## config.mk

```make
export PLATFORM = sky130hd
export DESIGN_NAME = hb_watchdog
export DESIGN_NICKNAME = d
export VERILOG_FILES = /design/src/rtl/wdt_pkg.sv /design/src/rtl/wdt_beat_sync.sv /design/src/rtl/wdt_counter.sv /design/src/rtl/wdt_alarm_out.sv /design/src/rtl/hb_watchdog.sv
export SDC_FILE = /design/constraint.sdc
export NUM_CORES = 1
export LEC_CHECK = 0
export BUFFER_PORTS_ARGS = -buffer_cell sky130_fd_sc_hd__buf_2
export CORE_UTILIZATION = 40
export CTS_CLUSTER_DIAMETER = 80
export DETAILED_ROUTE_END_ITERATION = 8
export HOLD_SLACK_MARGIN = 0.03
export PLACE_DENSITY = 0.6
export SKIP_CTS_REPAIR_TIMING = 1
export SLEW_MARGIN = 20
export SYNTH_ARGS = -nofsm -noshare
export SYNTH_HDL_FRONTEND = slang
export SYNTH_SLANG_ARGS = --single-unit
```

## constraint.sdc

```tcl
create_clock -name clk_i -period 3.25 [get_ports clk_i]
set_input_delay 0.4875 -clock clk_i [delete_from_list [all_inputs] [get_ports clk_i]]
set_output_delay 0.4875 -clock clk_i [all_outputs]
set_load 0.02 [all_outputs]
```

## src/rtl/wdt_pkg.sv

```systemverilog
package wdt_pkg;

    // Alarm output levels (active low)
    localparam logic WDO_FIRE  = 1'b0;
    localparam logic WDO_QUIET = 1'b1;

    // Counter action chosen each cycle
    typedef enum logic [1:0] {
        CNT_CLEAR = 2'd0,
        CNT_STEP  = 2'd1,
        CNT_HOLD  = 2'd2
    } cnt_op_e;

endpackage

```

## src/rtl/wdt_beat_sync.sv

```systemverilog
module wdt_beat_sync #(
    parameter int unsigned STAGES = 2
) (
    input  logic clk_i,
    input  logic arst_ni,
    input  logic beat_i,
    output logic change_o
);
    localparam int unsigned LAST = STAGES - 1;

    typedef struct packed {
        logic [STAGES-1:0] chain;
        logic              prev;
    } sync_t;

    sync_t s_d, s_q;

    generate
        if (STAGES >= 2) begin : g_multi
            always_comb begin
                s_d       = s_q;
                s_d.chain = {s_q.chain[STAGES-2:0], beat_i};
                s_d.prev  = s_q.chain[LAST];
            end
        end else begin : g_single
            always_comb begin
                s_d       = s_q;
                s_d.chain = beat_i;
                s_d.prev  = s_q.chain[LAST];
            end
        end
    endgenerate

    always_ff @(posedge clk_i or negedge arst_ni) begin
        if (!arst_ni) s_q <= '0;
        else          s_q <= s_d;
    end

    assign change_o = s_q.chain[LAST] ^ s_q.prev;

endmodule

```

## src/rtl/wdt_counter.sv

```systemverilog
module wdt_counter
    import wdt_pkg::*;
#(
    parameter int unsigned TIMEOUT_CYC = 400_000_000
) (
    input  logic clk_i,
    input  logic arst_ni,
    input  logic change_i,
    input  logic clear_i,
    output logic expired_nxt_o
);
    localparam int unsigned CW = $clog2(TIMEOUT_CYC + 1);
    localparam logic [CW-1:0] LIMIT = CW'(TIMEOUT_CYC);

    typedef struct packed {
        logic [CW-1:0] cnt;
    } cnt_t;

    cnt_t    c_d, c_q;
    cnt_op_e op;

    always_comb begin
        if (clear_i || change_i)   op = CNT_CLEAR;
        else if (c_q.cnt == LIMIT) op = CNT_HOLD;
        else                       op = CNT_STEP;

        c_d = c_q;
        unique case (op)
            CNT_CLEAR: c_d.cnt = '0;
            CNT_STEP:  c_d.cnt = c_q.cnt + 1'b1;
            default:   c_d.cnt = c_q.cnt;
        endcase
    end

    always_ff @(posedge clk_i or negedge arst_ni) begin
        if (!arst_ni) c_q <= '0;
        else          c_q <= c_d;
    end

    assign expired_nxt_o = (c_d.cnt == LIMIT);


    edge_clear_chk: assert property (@(posedge clk_i) disable iff (!arst_ni)
        change_i |=> (c_q.cnt == '0));


    rst_hold_chk: assert property (@(posedge clk_i) disable iff (!arst_ni)
        clear_i |=> (c_q.cnt == '0));


    no_wrap_chk: assert property (@(posedge clk_i) disable iff (!arst_ni)
        (c_q.cnt == LIMIT && !change_i && !clear_i) |=> (c_q.cnt == LIMIT));


    count_step_chk: assert property (@(posedge clk_i) disable iff (!arst_ni)
        (c_q.cnt != LIMIT && !change_i && !clear_i) |=>
        (c_q.cnt == $past(c_q.cnt) + 1'b1));

endmodule

```

## src/rtl/wdt_alarm_out.sv

```systemverilog
module wdt_alarm_out
    import wdt_pkg::*;
(
    input  logic clk_i,
    input  logic arst_ni,
    input  logic expired_nxt_i,
    input  logic sup_rst_i,
    input  logic supply_low_i,
    output logic wdo_no
);
    typedef struct packed {
        logic wdo;
    } out_t;

    out_t o_d, o_q;

    always_comb begin
        o_d = o_q;
        if (supply_low_i)       o_d.wdo = WDO_FIRE;
        else if (sup_rst_i)     o_d.wdo = WDO_QUIET;
        else if (expired_nxt_i) o_d.wdo = WDO_FIRE;
        else                    o_d.wdo = WDO_QUIET;
    end

    always_ff @(posedge clk_i or negedge arst_ni) begin
        if (!arst_ni) o_q <= '{wdo: WDO_QUIET};
        else          o_q <= o_d;
    end

    assign wdo_no = o_q.wdo;


    low_force_chk: assert property (@(posedge clk_i) disable iff (!arst_ni)
        supply_low_i |=> (wdo_no == WDO_FIRE));


    rst_quiet_chk: assert property (@(posedge clk_i) disable iff (!arst_ni)
        (sup_rst_i && !supply_low_i) |=> (wdo_no == WDO_QUIET));

endmodule

```

## src/rtl/hb_watchdog.sv

```systemverilog
module hb_watchdog
    import wdt_pkg::*;
#(
    parameter int unsigned TIMEOUT_CYC = 400_000_000,
    parameter int unsigned SYNC_STAGES = 2
) (
    input  logic clk_i,
    input  logic arst_ni,
    input  logic beat_i,
    input  logic sup_rst_i,
    input  logic supply_low_i,
    output logic wdo_no
);
    logic change;
    logic expired_nxt;

    wdt_beat_sync #(.STAGES(SYNC_STAGES)) u_sync (
        .clk_i    (clk_i),
        .arst_ni  (arst_ni),
        .beat_i   (beat_i),
        .change_o (change)
    );

    wdt_counter #(.TIMEOUT_CYC(TIMEOUT_CYC)) u_cnt (
        .clk_i         (clk_i),
        .arst_ni       (arst_ni),
        .change_i      (change),
        .clear_i       (sup_rst_i),
        .expired_nxt_o (expired_nxt)
    );

    wdt_alarm_out u_out (
        .clk_i         (clk_i),
        .arst_ni       (arst_ni),
        .expired_nxt_i (expired_nxt),
        .sup_rst_i     (sup_rst_i),
        .supply_low_i  (supply_low_i),
        .wdo_no        (wdo_no)
    );


    recover_chk: assert property (@(posedge clk_i) disable iff (!arst_ni)
        (change && !supply_low_i) |=> (wdo_no == WDO_QUIET));

endmodule

```

==> metrics <==
r2r endpoint u_out.wdo_no; syn_area_per_cell 9.31 um2; number of iterations in the first detailed-routing pass 4; area of the die 0.00508 mm2; EDFF count, synth 0; Setup WS pre-CTS 0.452 ns; I/O Buffers 5; Unique masters post-synth 41; H-Tree Depth 2; DRC viols 0; Post-synth ARST share 1.00; pin count of the biggest net entering global routing 34; Rel. slew slack 0.506; Slowest-stage cell, CP a2111oi_0; Seq/Total Area, Yosys 0.431; commonest cells after routing, fill and taps aside dfrtp_1 (32), nor2_1 (30), xnor2_1 (21), nand3_1 (15), nand2_1 (11); status completed; GRT overflow 0; Worst VDD drop 207 uV; Hold Fails Final Rpt 0; Worst Skew 0.00543 ns; TritonCTS clock tree built; sw frac 0.238; Setup crit start kind flop; Worst-Margin Slew 0.741 ns; Layout Nets 217; most common cell after layout, fill and taps aside dfrtp_1; first-pass GRT wire length 6.96 mm; Inserted Diodes 0; Syn. warnings 0; R2R Path Start u_cnt.c_q[0]; P_sw 181 uW; fraction of layout cells with a size suffix above 1 0.118; core box area 0.00447 mm2; Reg power frac 0.555; Clock Latency Late Sink 0.29 ns; flop2flop setup slack 0.45 ns; period utilisation layout 0.862; RSZ-0062 raised after global routing false; antenna violations before repair 0; IO Count 6; Routed WL 4.07 mm; Synth Flop Type dfrtp_1; DR iter-0 viols 92; antenna viol nets, final 0; Total GRT Usage 0.182; Initial Utilization 0.429; Tot Pwr 757 uW; Syn Inst Count 206; area grow syn2layout 7.31%; Vias 1463; Setup TNS 0 ns; Chip Width 71.2 um; wire per inst 15.5 um; fin. max-slew vios 0; crit path DAT 3.01 ns; Die Height 71.2 um; post-DP HPWL 2.89 mm; syn nets 213; Leakage 0.000792 uW; CTS root buf clkbuf_8; Register-to-Register Path Depth 10; worst path bufs/invs 2; power share of the clock group 0.396; delay-heaviest family, CP simple AND/OR/NAND/NOR gates; Peak Freq 0.357 GHz; flops & latches, synth 33; Max-Cap Viols 0; vias per inst 5.56; ordered cell list for the critical path inv_1 > ha_1 > nor4b_1 > nand4_1 > nor4_2 > buf_4 > mux2_2 > a2111oi_0 > and4_1 > a31oi_1; Cell Int Power 577 uW; TritonCTS buffer count 5; HP Class input pin to asynchronous set/reset pin; final setup margin 0.448 ns; post-route core utilization 0.460; row cnt 24; Combinational Power Share 0.050; pwr dens 368 mW/mm2; post-synthesis cell area 0.00192 mm2; element type at the critical path end flop; Crit Path Max Fanout 7; max incr delay on CP 0.46 ns; min cycle time layout 2.80 ns; Clock Tree Buf Depth 2; vias in the first global route 1406; Crit Path Category flop to flop; Final Setup Violations 0; hold_ws 0.260 ns; Clock Sink Count 33; RePlAce Congestion 0.822; Clk pin slew, worst setup/hold paths 0.07 ns; WP data required 3.46 ns
==> synthesized netlist by cell type (3+ instances only) <==
| cell type | count | area, um2 |
|---|---|---|
| nor3_1 | 7 | 35.0 |
| nor2_1 | 30 | 113 |
| nor4_1 | 7 | 43.8 |
| xor2_1 | 10 | 87.6 |
| nand2_1 | 11 | 41.3 |
| xnor2_1 | 21 | 184 |
| inv_1 | 6 | 22.5 |
| and3_1 | 4 | 25.0 |
| dfrtp_1 | 32 | 801 |
| nand3_1 | 15 | 75.1 |
| or2_2 | 4 | 25.0 |
| mux2i_1 | 4 | 40.0 |
| nand4_1 | 9 | 56.3 |
| and4_1 | 3 | 26.3 |
| clkbuf_1 | 6 | 22.5 |
| nor4b_1 | 3 | 26.3 |
==> power by group through the flow <==
stage	clock (uW)	sequential, uW	combinational, uW
2_1_floorplan	0	427	20.1
4_1_cts	312	420	38.9
3_5_place_dp	0	427	38.8
6_report	300	420	37.5
5_1_grt	325	420	43.5
3_3_place_gp	0	427	38.6
==> kinds of logic after synthesis <==
family | synth area share
compound gates | 0.0404
xor+xnor | 0.142
fa+ha+maj | 0.0130
buf+inv | 0.0359
flops | 0.431
mux | 0.0267
simple gates | 0.311
==> stage by stage <==
step	std cells	instance area [um2]
2_1_floorplan	206	1920
3_3_place_gp	255	1980
3_5_place_dp	255	1980
4_1_cts	263	2060
5_1_grt	263	2060
6_report	263	2060
==> how the worst max path moves through the flow <==
stage                            start           end  slack [ns]  depth (start not counted)
after CTS                 u_cnt.c_q[0]  u_out.wdo_no        0.41                         10
after global routing      u_cnt.c_q[0]  u_out.wdo_no        0.25                         10
final                     u_cnt.c_q[0]  u_out.wdo_no        0.45                         10
after global placement    u_cnt.c_q[0]  u_out.wdo_no        0.59                         10
after detailed placement  u_cnt.c_q[0]  u_out.wdo_no        0.45                         10
after floorplan           u_cnt.c_q[0]  u_out.wdo_no        0.72                          9
==> cell type report <==
| cell class | instances | area (um2) |
|---|---|---|
| Clock buffer | 7 | 76.3 |
| Clock inverter | 1 | 5.00 |
| Fill cell | 444 | 2420 |
| Inverter | 6 | 22.5 |
| Multi-Input combinational cell | 157 | 1020 |
| Sequential cell | 33 | 827 |
| Tap cell | 52 | 65.1 |
| Timing Repair Buffer | 7 | 40.0 |
==> registers in the layout (all words and copies together) (netlist names) <==
signal / cells
u_cnt.c_q: 29
u_sync.s_d: 2
u_out.wdo_no: 1
u_sync.s_q: 1
==> per-layer routing <==
metal / global-route usage / part of all wire / vias up
met5: 0 / 0 / -
met4: 0.0733 / 0.020 / 0
met3: 0.0520 / 0.035 / 9
met2: 0.277 / 0.46 / 18
met1: 0.246 / 0.49 / 709
li1: - / - / 727
(Power assumes the default switching activity.)
